<file path="config.mk">
export PLATFORM = sky130hd
export DESIGN_NAME = cp_link_supervisor
export DESIGN_NICKNAME = d
export VERILOG_FILES = /design/src/rtl/cp_sup_pkg.sv /design/src/rtl/cp_aux_reader.sv /design/src/rtl/cp_irq_hold.sv /design/src/rtl/cp_link_supervisor.sv
export SDC_FILE = /design/constraint.sdc
export NUM_CORES = 1
export LEC_CHECK = 0
export ABC_AREA = 0
export ABC_CLOCK_PERIOD_IN_PS = 2300
export BUFFER_PORTS_ARGS = -buffer_cell sky130_fd_sc_hd__buf_2
export CELL_PAD_IN_SITES_DETAIL_PLACEMENT = 1
export CELL_PAD_IN_SITES_GLOBAL_PLACEMENT = 1
export CORE_ASPECT_RATIO = 0.7
export CORE_UTILIZATION = 40
export DETAILED_ROUTE_END_ITERATION = 10
export HOLD_SLACK_MARGIN = 0.05
export PLACE_DENSITY = 0.88
export SETUP_SLACK_MARGIN = 0.3
export SLEW_MARGIN = 10
export SYNTH_ARGS = -nofsm -noshare
export SYNTH_HDL_FRONTEND = slang
export SYNTH_SLANG_ARGS = --single-unit
</file>
<file path="constraint.sdc">
create_clock -name clk -period 2.3 [get_ports clk]
set_input_delay 0 -clock clk [delete_from_list [all_inputs] [get_ports clk]]
set_output_delay 0 -clock clk [all_outputs]
set_load 0.1 [all_outputs]
</file>
<file path="src/rtl/cp_sup_pkg.sv">
package cp_sup_pkg;

  typedef enum logic [3:0] {
    ST_CAP2,
    ST_CAP1,
    ST_NONE,
    ST_AUTH,
    ST_AUTHED,
    ST_STAT2,
    ST_RI,
    ST_BCAPS,
    ST_LIST,
    ST_LCHK,
    ST_FWD,
    ST_REAUTH
  } sup_state_e;

  typedef enum logic [1:0] {
    VER_NONE = 2'd0,
    VER_1    = 2'd1,
    VER_2    = 2'd2
  } cp_ver_e;

  // bit positions inside returned bytes
  localparam int V2_CAP_BIT    = 1;
  localparam int V2_RPT_BIT    = 0;
  localparam int V1_CAP_BIT    = 0;
  localparam int V1_RPT_BIT    = 1;
  localparam int V1_RDY_BIT    = 2;
  localparam int ST_RDY_BIT    = 0;
  localparam int ST_REAUTH_BIT = 3;

endpackage

</file>
<file path="src/rtl/cp_aux_reader.sv">
module cp_aux_reader #(
  parameter int AW     = 20,
  parameter int LW     = 8,
  parameter int DBYTES = 2
) (
  input  logic              clk,
  input  logic              rst_n,
  input  logic              go_i,
  input  logic [AW-1:0]     addr_i,
  input  logic [LW-1:0]     len_i,
  output logic              aux_req_o,
  output logic [AW-1:0]     aux_addr_o,
  output logic [LW-1:0]     aux_len_o,
  input  logic              aux_ack_i,
  input  logic              aux_rvalid_i,
  input  logic [7:0]        aux_rdata_i,
  input  logic              aux_rerr_i,
  output logic              done_o,
  output logic              err_o,
  output logic [DBYTES*8-1:0] data_o
);

  typedef enum logic [1:0] {R_IDLE, R_REQ, R_DATA} rd_state_e;

  rd_state_e     st_q, st_d;
  logic [AW-1:0] addr_q;
  logic [LW-1:0] len_q;
  logic [LW-1:0] cnt_q;
  logic          done_q, err_q;
  logic          load, last, finish;
  logic [7:0]    byte_q [DBYTES];

  assign load   = (st_q == R_IDLE) && go_i;
  assign last   = (cnt_q == len_q - LW'(1));
  assign finish = (st_q == R_DATA) && aux_rvalid_i && (aux_rerr_i || last);

  always_comb begin
    st_d = st_q;
    unique case (st_q)
      R_IDLE:  if (go_i) st_d = R_REQ;
      R_REQ:   if (aux_ack_i) st_d = R_DATA;
      R_DATA:  if (finish) st_d = R_IDLE;
      default: st_d = R_IDLE;
    endcase
  end

  always_ff @(posedge clk or negedge rst_n) begin
    if (!rst_n) begin
      st_q   <= R_IDLE;
      addr_q <= '0;
      len_q  <= '0;
      cnt_q  <= '0;
      done_q <= 1'b0;
      err_q  <= 1'b0;
    end else begin
      st_q   <= st_d;
      done_q <= finish;
      if (load) begin
        addr_q <= addr_i;
        len_q  <= len_i;
        cnt_q  <= '0;
        err_q  <= 1'b0;
      end else if ((st_q == R_DATA) && aux_rvalid_i) begin
        cnt_q <= cnt_q + LW'(1);
        if (aux_rerr_i) err_q <= 1'b1;
      end
    end
  end

  for (genvar b = 0; b < DBYTES; b++) begin : g_byte
    always_ff @(posedge clk or negedge rst_n) begin
      if (!rst_n) begin
        byte_q[b] <= '0;
      end else if (load) begin
        byte_q[b] <= '0;
      end else if ((st_q == R_DATA) && aux_rvalid_i && !aux_rerr_i &&
                   (cnt_q == LW'(b))) begin
        byte_q[b] <= aux_rdata_i;
      end
    end
    assign data_o[b*8 +: 8] = byte_q[b];
  end

  assign aux_req_o  = (st_q == R_REQ);
  assign aux_addr_o = addr_q;
  assign aux_len_o  = len_q;
  assign done_o     = done_q;
  assign err_o      = err_q;

endmodule

</file>
<file path="src/rtl/cp_irq_hold.sv">
module cp_irq_hold (
  input  logic clk,
  input  logic rst_n,
  input  logic irq_i,
  input  logic take_i,
  input  logic flush_i,
  output logic pend_o
);

  logic pend_q, pend_d;

  // a new event in the same cycle as a take stays pending
  assign pend_d = irq_i | (pend_q & ~take_i & ~flush_i);

  always_ff @(posedge clk or negedge rst_n) begin
    if (!rst_n) pend_q <= 1'b0;
    else        pend_q <= pend_d;
  end

  assign pend_o = pend_q;

endmodule

</file>
<file path="src/rtl/cp_link_supervisor.sv">
module cp_link_supervisor
  import cp_sup_pkg::*;
#(
  parameter int          AW         = 20,
  parameter int          LW         = 8,
  parameter int          LIST_LEN   = 10,
  parameter logic [19:0] CAP2_ADDR  = 20'h40010,
  parameter logic [19:0] CAP1_ADDR  = 20'h40020,
  parameter logic [19:0] STAT_ADDR  = 20'h40030,
  parameter logic [19:0] RI_ADDR    = 20'h40040,
  parameter logic [19:0] LIST2_ADDR = 20'h40050,
  parameter logic [19:0] LIST1_ADDR = 20'h40060
) (
  input  logic          clk,
  input  logic          rst_n,
  input  logic          redetect_i,
  input  logic          cp_irq_i,
  input  logic [15:0]   ri_local_i,
  output logic          auth_req_o,
  output logic [1:0]    auth_ver_o,
  input  logic          auth_done_i,
  input  logic          auth_ok_i,
  input  logic          list_ok_i,
  output logic          fwd_req_o,
  input  logic          fwd_ack_i,
  output logic          aux_req_o,
  output logic [AW-1:0] aux_addr_o,
  output logic [LW-1:0] aux_len_o,
  input  logic          aux_ack_i,
  input  logic          aux_rvalid_i,
  input  logic [7:0]    aux_rdata_i,
  input  logic          aux_rerr_i,
  output logic          enc_en_o,
  output logic          rpt_up_o,
  output logic          reauth_o
);

  localparam int DBYTES = 2;

  sup_state_e    state_q, state_d;
  cp_ver_e       ver_q, ver_d;
  logic          rpt_ds_q, rpt_ds_d;
  logic          rpt_up_q, rpt_up_d;
  logic          enc_q, enc_d;
  logic          rd_iss_q, rd_iss_d;
  logic          rd_state, rd_go, rd_done, rd_err;
  logic [AW-1:0] rd_addr;
  logic [LW-1:0] rd_len;
  logic [DBYTES*8-1:0] rd_data;
  logic          irq_pend, irq_take, irq_flush;

  cp_aux_reader #(.AW(AW), .LW(LW), .DBYTES(DBYTES)) u_rd (
    .clk         (clk),
    .rst_n       (rst_n),
    .go_i        (rd_go),
    .addr_i      (rd_addr),
    .len_i       (rd_len),
    .aux_req_o   (aux_req_o),
    .aux_addr_o  (aux_addr_o),
    .aux_len_o   (aux_len_o),
    .aux_ack_i   (aux_ack_i),
    .aux_rvalid_i(aux_rvalid_i),
    .aux_rdata_i (aux_rdata_i),
    .aux_rerr_i  (aux_rerr_i),
    .done_o      (rd_done),
    .err_o       (rd_err),
    .data_o      (rd_data)
  );

  cp_irq_hold u_irq (
    .clk    (clk),
    .rst_n  (rst_n),
    .irq_i  (cp_irq_i),
    .take_i (irq_take),
    .flush_i(irq_flush),
    .pend_o (irq_pend)
  );

  assign rd_state = (state_q == ST_CAP2) || (state_q == ST_CAP1) ||
                    (state_q == ST_STAT2) || (state_q == ST_RI) ||
                    (state_q == ST_BCAPS) || (state_q == ST_LIST);
  assign rd_go    = rd_state && !rd_iss_q;
  assign rd_iss_d = rd_done ? 1'b0 : (rd_iss_q | rd_go);
  assign irq_flush = (state_q == ST_REAUTH);

  always_comb begin
    state_d  = state_q;
    ver_d    = ver_q;
    rpt_ds_d = rpt_ds_q;
    rpt_up_d = rpt_up_q;
    enc_d    = enc_q;
    irq_take = 1'b0;
    rd_addr  = AW'(CAP2_ADDR);
    rd_len   = LW'(1);
    unique case (state_q)
      ST_CAP2: begin
        if (rd_done) begin
          if (!rd_err && rd_data[V2_CAP_BIT]) begin
            ver_d    = VER_2;
            rpt_ds_d = rd_data[V2_RPT_BIT];
            rpt_up_d = 1'b1;
            state_d  = ST_AUTH;
          end else begin
            state_d = ST_CAP1;
          end
        end
      end
      ST_CAP1: begin
        rd_addr = AW'(CAP1_ADDR);
        if (rd_done) begin
          if (!rd_err && rd_data[V1_CAP_BIT]) begin
            ver_d    = VER_1;
            rpt_ds_d = rd_data[V1_RPT_BIT];
            rpt_up_d = 1'b1;
            state_d  = ST_AUTH;
          end else begin
            ver_d    = VER_NONE;
            rpt_ds_d = 1'b0;
            rpt_up_d = 1'b0;
            state_d  = ST_NONE;
          end
        end
      end
      ST_NONE: begin
        if (redetect_i) state_d = ST_CAP2;
      end
      ST_AUTH: begin
        if (auth_done_i) begin
          if (auth_ok_i) begin
            state_d = ST_AUTHED;
            if (!rpt_ds_q) enc_d = 1'b1;
          end else begin
            state_d = ST_REAUTH;
          end
        end
      end
      ST_AUTHED: begin
        if (redetect_i) begin
          state_d = ST_REAUTH;
        end else if (irq_pend) begin
          irq_take = 1'b1;
          state_d  = (ver_q == VER_2) ? ST_STAT2 : ST_RI;
        end
      end
      ST_STAT2: begin
        rd_addr = AW'(STAT_ADDR);
        if (rd_done) begin
          if (rd_err || rd_data[ST_REAUTH_BIT])          state_d = ST_REAUTH;
          else if (rpt_ds_q && rd_data[ST_RDY_BIT])      state_d = ST_LIST;
          else                                           state_d = ST_AUTHED;
        end
      end
      ST_RI: begin
        rd_addr = AW'(RI_ADDR);
        rd_len  = LW'(2);
        if (rd_done) begin
          if (rd_err || (rd_data != ri_local_i)) state_d = ST_REAUTH;
          else if (rpt_ds_q)                     state_d = ST_BCAPS;
          else                                   state_d = ST_AUTHED;
        end
      end
      ST_BCAPS: begin
        rd_addr = AW'(CAP1_ADDR);
        if (rd_done) begin
          if (rd_err)                  state_d = ST_REAUTH;
          else if (rd_data[V1_RDY_BIT]) state_d = ST_LIST;
          else                         state_d = ST_AUTHED;
        end
      end
      ST_LIST: begin
        rd_addr = (ver_q == VER_2) ? AW'(LIST2_ADDR) : AW'(LIST1_ADDR);
        rd_len  = LW'(LIST_LEN);
        if (rd_done) state_d = rd_err ? ST_REAUTH : ST_LCHK;
      end
      ST_LCHK: begin
        state_d = list_ok_i ? ST_FWD : ST_REAUTH;
      end
      ST_FWD: begin
        if (fwd_ack_i) begin
          enc_d   = 1'b1;
          state_d = ST_AUTHED;
        end
      end
      ST_REAUTH: begin
        state_d = ST_CAP2;
      end
      default: state_d = ST_CAP2;
    endcase
    // encryption falls on the edge that raises the re-authentication pulse
    if (state_d == ST_REAUTH) enc_d = 1'b0;
  end

  always_ff @(posedge clk or negedge rst_n) begin
    if (!rst_n) begin
      state_q  <= ST_CAP2;
      ver_q    <= VER_NONE;
      rpt_ds_q <= 1'b0;
      rpt_up_q <= 1'b0;
      enc_q    <= 1'b0;
      rd_iss_q <= 1'b0;
    end else begin
      state_q  <= state_d;
      ver_q    <= ver_d;
      rpt_ds_q <= rpt_ds_d;
      rpt_up_q <= rpt_up_d;
      enc_q    <= enc_d;
      rd_iss_q <= rd_iss_d;
    end
  end

  assign auth_req_o = (state_q == ST_AUTH);
  assign auth_ver_o = ver_q;
  assign fwd_req_o  = (state_q == ST_FWD);
  assign reauth_o   = (state_q == ST_REAUTH);
  assign enc_en_o   = enc_q;
  assign rpt_up_o   = rpt_up_q;

endmodule

</file>
==> flow_metrics.py, run 1 <==
metrics = {
    "yosys": {
        "yosysWarnings": 0,
        "synthMuxAreaShare_pct": 5.66,
        "ys_types": 49,
        "synth_compound_area_share_pct": 13.8,
        "synthArstFlopShare_pct": 100,
        "synth-seq-cells": 46,
        "syn_inst": 310,
        "avgSynthCellArea_um2": 9.13,
        "ys.flop_type": "dfrtp_1",
        "synthAdderAreaFrac_pct": 2.21,
        "synth_area_um2": 2830,
        "synth-edff-count": 0,
        "synth.yosys.seq_area_share_pct": 40.7,
        "yosys.area_share.simple_pct": 19.1,
        "synth_top_family_by_area": "simple AND/OR/NAND/NOR gates",
        "synth_xor_area_share_pct": 8.05,
    },
    "timing": {
        "period_minus_slack_ns": 1.94,
        "slew_viol_final": 0,
        "finalSetupViolCount": 0,
        "fin_skew_ns": 0.00997,
        "timing.hold.ws_ns": 0.124,
        "setup_tns_ns": 0,
        "finalHoldViolCount": 0,
        "fmax_mhz": 517,
        "period_share_pct": 84.1,
        "worstMarginPinSlew_ns": 0.629,
        "slew_headroom_pct": 58.1,
        "setup_ws_ns": 0.365,
        "grt_setup_unrepaired": "true",
    },
    "global_route": {
        "grt_pass1_wl_um": 13000,
        "antenna_found_initial": 0,
        "grt_pass1_vias": 2590,
        "grt_max_degree": 27,
        "grt_overflow": 0,
        "track_usage_pct": 23.3,
    },
    "power_and_ir_drop": {
        "leakagePower_uw": 0.00172,
        "powerDensity_nw_per_um2": 1290,
        "switching_share_pct": 49.9,
        "power_frac_seq_pct": 32.7,
        "peakVddDrop_v": 0.000687,
        "combPwrFrac_pct": 50.2,
        "p_int_uw": 2230,
        "power_frac_clock_pct": 17.2,
        "p_switching_uw": 2230,
    },
    "placed_design": {
        "gp_congestion": 0.910,
        "place_ws_ns": 0.357,
        "hpwl_um": 5710,
        "portBuffers": 49,
    },
    "worst_setup_path": {
        "worstReg2RegEnd": "u_rd.st_q[1]",
        "critPathMaxStageDelay_ns": 0.41,
        "cp_slowest_cell": "dfrtp_2",
        "cp_top_family": "adder cells",
        "critPathMostFrequentCell": "ha_1",
        "r2r_setup_slack_ns": 0.36,
        "endpoint_kind": "register",
        "crit_fanout": 5,
        "cp_cell_sequence": "inv_1 > ha_1 > ha_1 > xnor2_1 > nor4_1 > a31oi_1 > o21ai_1 > o21ai_0",
        "criticalPathCategory": "register to register",
        "cp-start-kind": "register",
        "arrival_ns": 2.13,
        "rr_worst_depth": 8,
        "required_ns": 2.49,
        "critical_path_buf_inv_count": 1,
        "r2r-start": "u_rd.aux_len_o[0]",
    },
    "die": {
        "ios": 71,
        "rows": 25,
        "fp.coreArea_um2": 6790,
        "die_area_um2": 7420,
        "start_util_pct": 41.7,
        "die_h_um": 72.4,
        "fp.dieW_um": 103,
    },
    "drt": {
        "ant_nets": 0,
        "drt_iter0_markers": 139,
        "vias": 2417,
        "drcViolationCount": 0,
        "detail_route.vias_per_cell": 5.12,
        "wl_per_cell_um": 17.0,
        "finalWirelength_um": 8000,
        "dr.pass1.iters": 4,
    },
    "layout": {
        "diodes": 0,
        "layout-drive-gt1-share_pct": 24.6,
        "fin_nets": 417,
        "ff_latch_area_um2": 1160,
        "multi_input_area_um2": 1510,
        "fillers": 836,
        "area_growth_pct": 21.8,
    },
    "clock_tree": {
        "cts_setup_buffers": 0,
        "tritoncts": "yes",
        "htreeDepth": 2,
        "clock-root-buffer": "clkbuf_8",
        "cts_sinks": 46,
        "clk_path_buf_depth": 2,
        "insertion_delay_ns": 0.31,
        "clk_pin_slew_ns": 0.09,
        "cts-buffers-inserted": 5,
    },
    "status": {
        "outcome": "finished, final reports clean",
    },
    "min_path": {
        "whs_endpoint": "u_irq.pend_o",
        "hold_path_depth": 3,
        "hp-start": "redetect_i",
        "hp-class": "primary input to register",
    },
    "flow_run": {
        "cap_violations": 0,
    },
}
-- power groups by stage --
stage	combinational [uW]	sequential [uW]	clock, uW
2_1_floorplan	1290	1830	0
3_3_place_gp	2070	1430	0
3_5_place_dp	2150	1450	0
4_1_cts	2200	1440	785
5_1_grt	2410	1490	818
6_report	2240	1460	765
-- per-layer routing --
| metal | part of all wire [%] | global-route usage [%] | vias to the layer above |
|---|---|---|---|
| met2 | 49 | 39.4 | 65 |
| li1 | - | - | 1155 |
| met1 | 45 | 30.1 | 1187 |
| met3 | 4.4 | 5.68 | 10 |
| met5 | 0 | 0 | - |
| met4 | 1.2 | 5.71 | 0 |
-- worst register-to-register path, stage by stage, from the launching register on --
cell and delay [ns]:
dfrtp_2 0.41, inv_1 0.05, ha_1 0.22, ha_1 0.29
xnor2_1 0.13, nor4_1 0.31, a31oi_1 0.15, o21ai_1 0.16
o21ai_0 0.09
-- worst max-delay path by stage --
stage	startpoint	cells after the start	slack (ns)	end
finish	u_rd.aux_len_o[0]	8	0.36	u_rd.st_q[1]
CTS	u_rd.aux_len_o[0]	8	0.30	u_rd.st_q[1]
global route	u_rd.aux_len_o[0]	8	0.22	u_rd.st_q[1]
global placement	u_rd.aux_len_o[0]	8	0.41	u_rd.st_q[1]
detailed placement	u_rd.aux_len_o[0]	8	0.36	u_rd.st_q[1]
floorplan	u_rd.aux_len_o[0]	8	0.19	u_rd.st_q[1]
-- repair_timing --
action / in CTS / in global routing
hold buffers: 12 / 0
gates resized for setup: 1 / 11
endpoints found under the setup margin: 18 / 12
endpoints found under the hold margin: 46 / 0
-- cell usage after synthesis (all sizes together) (3+ instances only) --
master  instances  area share, %
dfrtp          46             41
nor2           40            5.3
buf            28            6.9
nand2          26            3.6
o21ai          19            3.4
inv            18            2.4
mux2i          16            5.7
xor2           15            4.6
a21oi          13            2.3
xnor2          11            3.4
nor2b           8            1.8
nand3           6            1.1
a31oi           5            1.1
ha              5            2.2
nand2b          5            1.4
nand4           5            1.1
nor3            4           0.88
o211ai          4            1.1
clkbuf          3            1.1
nor4            3           0.88
o21a            3           0.80
or2             3           0.66
-- logic make-up after synthesis --
kind of cell	count (synthesis)
simple gates	107
compound gates	60
buf+inv	49
flops	46
xor+xnor	26
mux	16
fa+ha+maj	5
other cells	1
-- through the flow --
step / power (uW) / area [um^2] / utilization, % / cells
6_report: 4460 / 3450 / 50.8 / 472
2_1_floorplan: 3120 / 2930 / - / 330
3_3_place_gp: 3500 / 3140 / 46.3 / 452
5_1_grt: 4720 / 3450 / 50.8 / 472
3_5_place_dp: 3600 / 3140 / 46.3 / 452
4_1_cts: 4430 / 3410 / 50.2 / 472
-- placed cells by master, fill, tap and decap left out, drive strengths merged, types with 12 or more instances in the layout --
cell type / Yosys / final
mux2i: 16 / 16
dfrtp: 46 / 46
o21ai: 19 / 19
nor2: 40 / 40
a21oi: 13 / 13
inv: 18 / 16
nand2: 26 / 26
xor2: 15 / 15
dlygate4sd3: 0 / 12
conb: 1 / 21
buf: 28 / 58
-- sequential cells by signal, summed over array words and instances, names as in the netlist, 2 cells and up --
| register | cells |
|---|---|
| u_rd.data_o | 16 |
| u_rd.cnt_q | 8 |
| state_q | 4 |
| u_rd.aux_addr_o | 4 |
| u_rd.aux_len_o | 3 |
| auth_ver_o | 2 |
| u_rd.st_q | 2 |
-- final cells by class --
type	count	share of cell area (%)
Clock inverter	2	1.74
Sequential cell	46	33.5
Inverter	18	2.18
Multi-Input combinational cell	235	43.8
Timing Repair Buffer	71	13.0
Tap cell	94	3.41
Clock buffer	6	2.39
(Power assumes the default switching activity.)
==> run 2, diff against run 1 <==
- ABC_AREA: 0 -> 1
- ABC_CLOCK_PERIOD_IN_PS: 2300 -> 1900
- CORE_UTILIZATION: 40 -> 38
- PLACE_DENSITY: 0.88 -> 0.87
- clock period: 2.3 -> 1.9 ns (I/O delays scaled with it)
==> run 2 against run 1 <==
The run now ends with negative setup slack left. Hold slack worse by 0.035 ns. Setup slack worse by 0.42 ns. Sequential share of layout area decreased by 5.3 points. Highest routed layer unchanged. Sequential power up 20%. Final area up 20%. Clock-buffer cell count rose by 1. Critical path depth grew 4. Combinational power is 78% higher. First-iteration DRC count rose by 83%. Synthesized area up 5.4%. Register-to-register slack worse by 0.42 ns. Critical endpoint is now enc_en_o. Utilization up 4.9 points.
==> flow_metrics.py, run 2 <==
metrics = {
    "worst_setup_path": {
        "rr_worst_depth": 12,
        "cp_top_family": "simple AND/OR/NAND/NOR gates",
        "endpoint_kind": "register",
        "crit_fanout": 4,
        "arrival_ns": 2.18,
        "cp.depth": 12,
        "cp_cell_sequence": "clkinv_4 > nor2_4 > nand2_2 > buf_4 > o22ai_1 > inv_1 > nand3_1 > nand2_1 > nand2_2 > nand3_1 > nand2_1 > inv_1",
        "required_ns": 2.13,
        "criticalPathCategory": "register to register",
        "critical_path_buf_inv_count": 4,
        "critPathMaxStageDelay_ns": 0.50,
        "cp_slowest_cell": "dfrtp_2",
        "cp-start-kind": "register",
    },
    "placed_design": {
        "portBuffers": 49,
        "dpl_cell_area_um2": 3380,
        "hpwl_um": 7010,
        "place_ws_ns": -0.0218,
        "gp_congestion": 0.894,
    },
    "drt": {
        "finalWirelength_um": 12900,
        "drcViolationCount": 0,
        "dr.pass1.iters": 5,
        "drt_iter0_markers": 255,
        "detail_route.vias_per_cell": 5.49,
        "ant_nets": 0,
        "vias": 3373,
        "wl_per_cell_um": 21.0,
    },
    "die": {
        "die_area_um2": 8210,
        "fp.coreArea_um2": 7450,
        "die_h_um": 76.1,
        "ios": 71,
        "rows": 26,
        "start_util_pct": 40.0,
        "fp.dieW_um": 108,
    },
    "timing": {
        "timing.hold.ws_ns": 0.0885,
        "finalSetupViolCount": 4,
        "period_minus_slack_ns": 1.95,
        "grt_setup_unrepaired": "true",
        "setup_ws_ns": -0.0506,
        "fin_skew_ns": 0.0133,
        "period_share_pct": 103,
        "fmax_mhz": 513,
        "slew_viol_final": 0,
        "finalHoldViolCount": 0,
        "slew_headroom_pct": 57.9,
        "worstMarginPinSlew_ns": 0.631,
        "setup_tns_ns": -0.0850,
    },
    "clock_tree": {
        "insertion_delay_ns": 0.33,
        "clock-root-buffer": "clkbuf_8",
        "cts_sinks": 46,
        "tritoncts": "yes",
        "htreeDepth": 2,
        "clk_pin_slew_ns": 0.09,
        "cts-buffers-inserted": 5,
        "clk_path_buf_depth": 2,
    },
    "layout": {
        "fin_area_um2": 4150,
        "layout-drive-gt1-share_pct": 37.6,
        "area_growth_pct": 39.0,
        "fillers": 928,
        "largest_register_ffs": 16,
        "diodes": 0,
        "final_cell_mix": "100 x nand2_1, 49 x inv_1, 47 x buf_2",
        "layout_commonest_cell": "nand2_1",
        "fin_nets": 555,
    },
    "yosys": {
        "synth_top_cell_area_share_pct": 38.6,
        "synthArstFlopShare_pct": 100,
        "synth-seq-cells": 46,
        "yosys-top-cells-count": "117 x nand2_1, 57 x inv_1, 46 x dfrtp_1, 35 x nor2_1, 28 x o21ai_0",
        "syn_inst": 407,
        "synth_top_cell_by_area": "dfrtp_1",
        "yosysWarnings": 0,
        "synth_most_common_cell": "nand2_1",
        "ys.flop_type": "dfrtp_1",
        "synth-edff-count": 0,
        "avgSynthCellArea_um2": 7.33,
        "synth_area_um2": 2980,
        "synthTopCellsByArea": "dfrtp_1 39%, nand2_1 15%, inv_1 7.2%",
        "ys_types": 40,
        "synth.yosys.seq_area_share_pct": 38.6,
    },
    "global_route": {
        "grt_pass1_vias": 3333,
        "grt_max_degree": 47,
        "antenna_found_initial": 0,
        "grt_pass1_wl_um": 17700,
        "grt_overflow": 0,
        "track_usage_pct": 28.5,
    },
    "power_and_ir_drop": {
        "powerDensity_nw_per_um2": 1580,
        "peakVddDrop_v": 0.000698,
        "leakagePower_uw": 0.00214,
    },
    "min_path": {
        "hold_path_depth": 4,
        "hp-class": "primary input to register",
    },
    "flow_run": {
        "cap_violations": 0,
    },
    "status": {
        "violations": "negative setup slack",
        "outcome": "finished with violations",
    },
}
run 2: cell count changes in the layout (fill, tap and decap cells not counted), moves of 7 or more:
cell / previous run / this run
nand2_1: 22 / 100
inv_1: 16 / 49
buf_4: 9 / 40
nor2_1: 40 / 20
mux2i_1: 16 / 0
nand2_2: 2 / 14
nor2_4: 0 / 12
xor2_1: 15 / 3
inv_2: 0 / 11
nor2_2: 0 / 9
o21ai_2: 0 / 9
nand3_1: 6 / 13
run 2: what timing repair did:
| item | CTS | global route |
|---|---|---|
| setup endpoints to repair | 42 | 45 |
| pin swaps | 10 | 19 |
| gates cloned | 0 | 1 |
| buffers inserted | 20 | 15 |
| hold endpoints to repair | 68 | 0 |
| hold buffers | 13 | 0 |
| gates resized for setup | 38 | 47 |
run 2: power breakdown:
group	switching (uW)	total, uW	internal (uW)
combinational	2730	3980	1250
clock	397	828	430
sequential	413	1750	1340
run 2: area by class of cell:
class	instances	area, um^2	share of cell area (%)
Multi-Input combinational cell	291	1740	42.0
Sequential cell	46	1170	28.2
Timing Repair Buffer	106	733	17.7
Inverter	65	264	6.37
Tap cell	98	123	2.96
Clock buffer	7	86.3	2.08
Clock inverter	1	30.0	0.724
run 2: worst paths after layout:
check,slack (ns),from,end
min,0.09,aux_rvalid_i,u_rd.cnt_q[1]
min reg2reg,0.50,u_rd.aux_addr_o[18],u_rd.aux_addr_o[18]
min in group asynchronous,0.29,rst_n,u_rd.data_o[5]
max,-0.05,state_q[2],enc_en_o
max reg2reg,-0.05,state_q[2],enc_en_o
max in group asynchronous,1.10,rst_n,u_rd.aux_len_o[1]
run 2: cells by family after synthesis:
family | synth area share, %
fa+ha+maj | 2.10
compound gates | 11.9
simple gates | 29.2
xor+xnor | 3.23
other cells | 0.126
buf+inv | 14.8
flops | 38.6
run 2: tightest hold or removal path: stages:
cell	delay [ns]
buf_2	0.11
nand3_4	0.11
nand3_1	0.09
nand2_1	0.07
run 2: stage by stage:
step                instances  utilization [%]  total power, uW
floorplan                 427                -             3910
global placement          557             45.4             4480
detailed placement        557             45.4             4600
CTS                       598             52.1             5790
global route              614             55.7             6820
finish                    614             55.7             6550
run 2: per-layer routing:
layer  global-route usage, %  up-vias  share of wire (%)
met4                    10.1        0                4.8
met1                    37.8     1648                 42
met5                       0        -                  0
met3                    6.33       64                8.2
li1                        -     1454                  -
met2                    45.5      207                 45
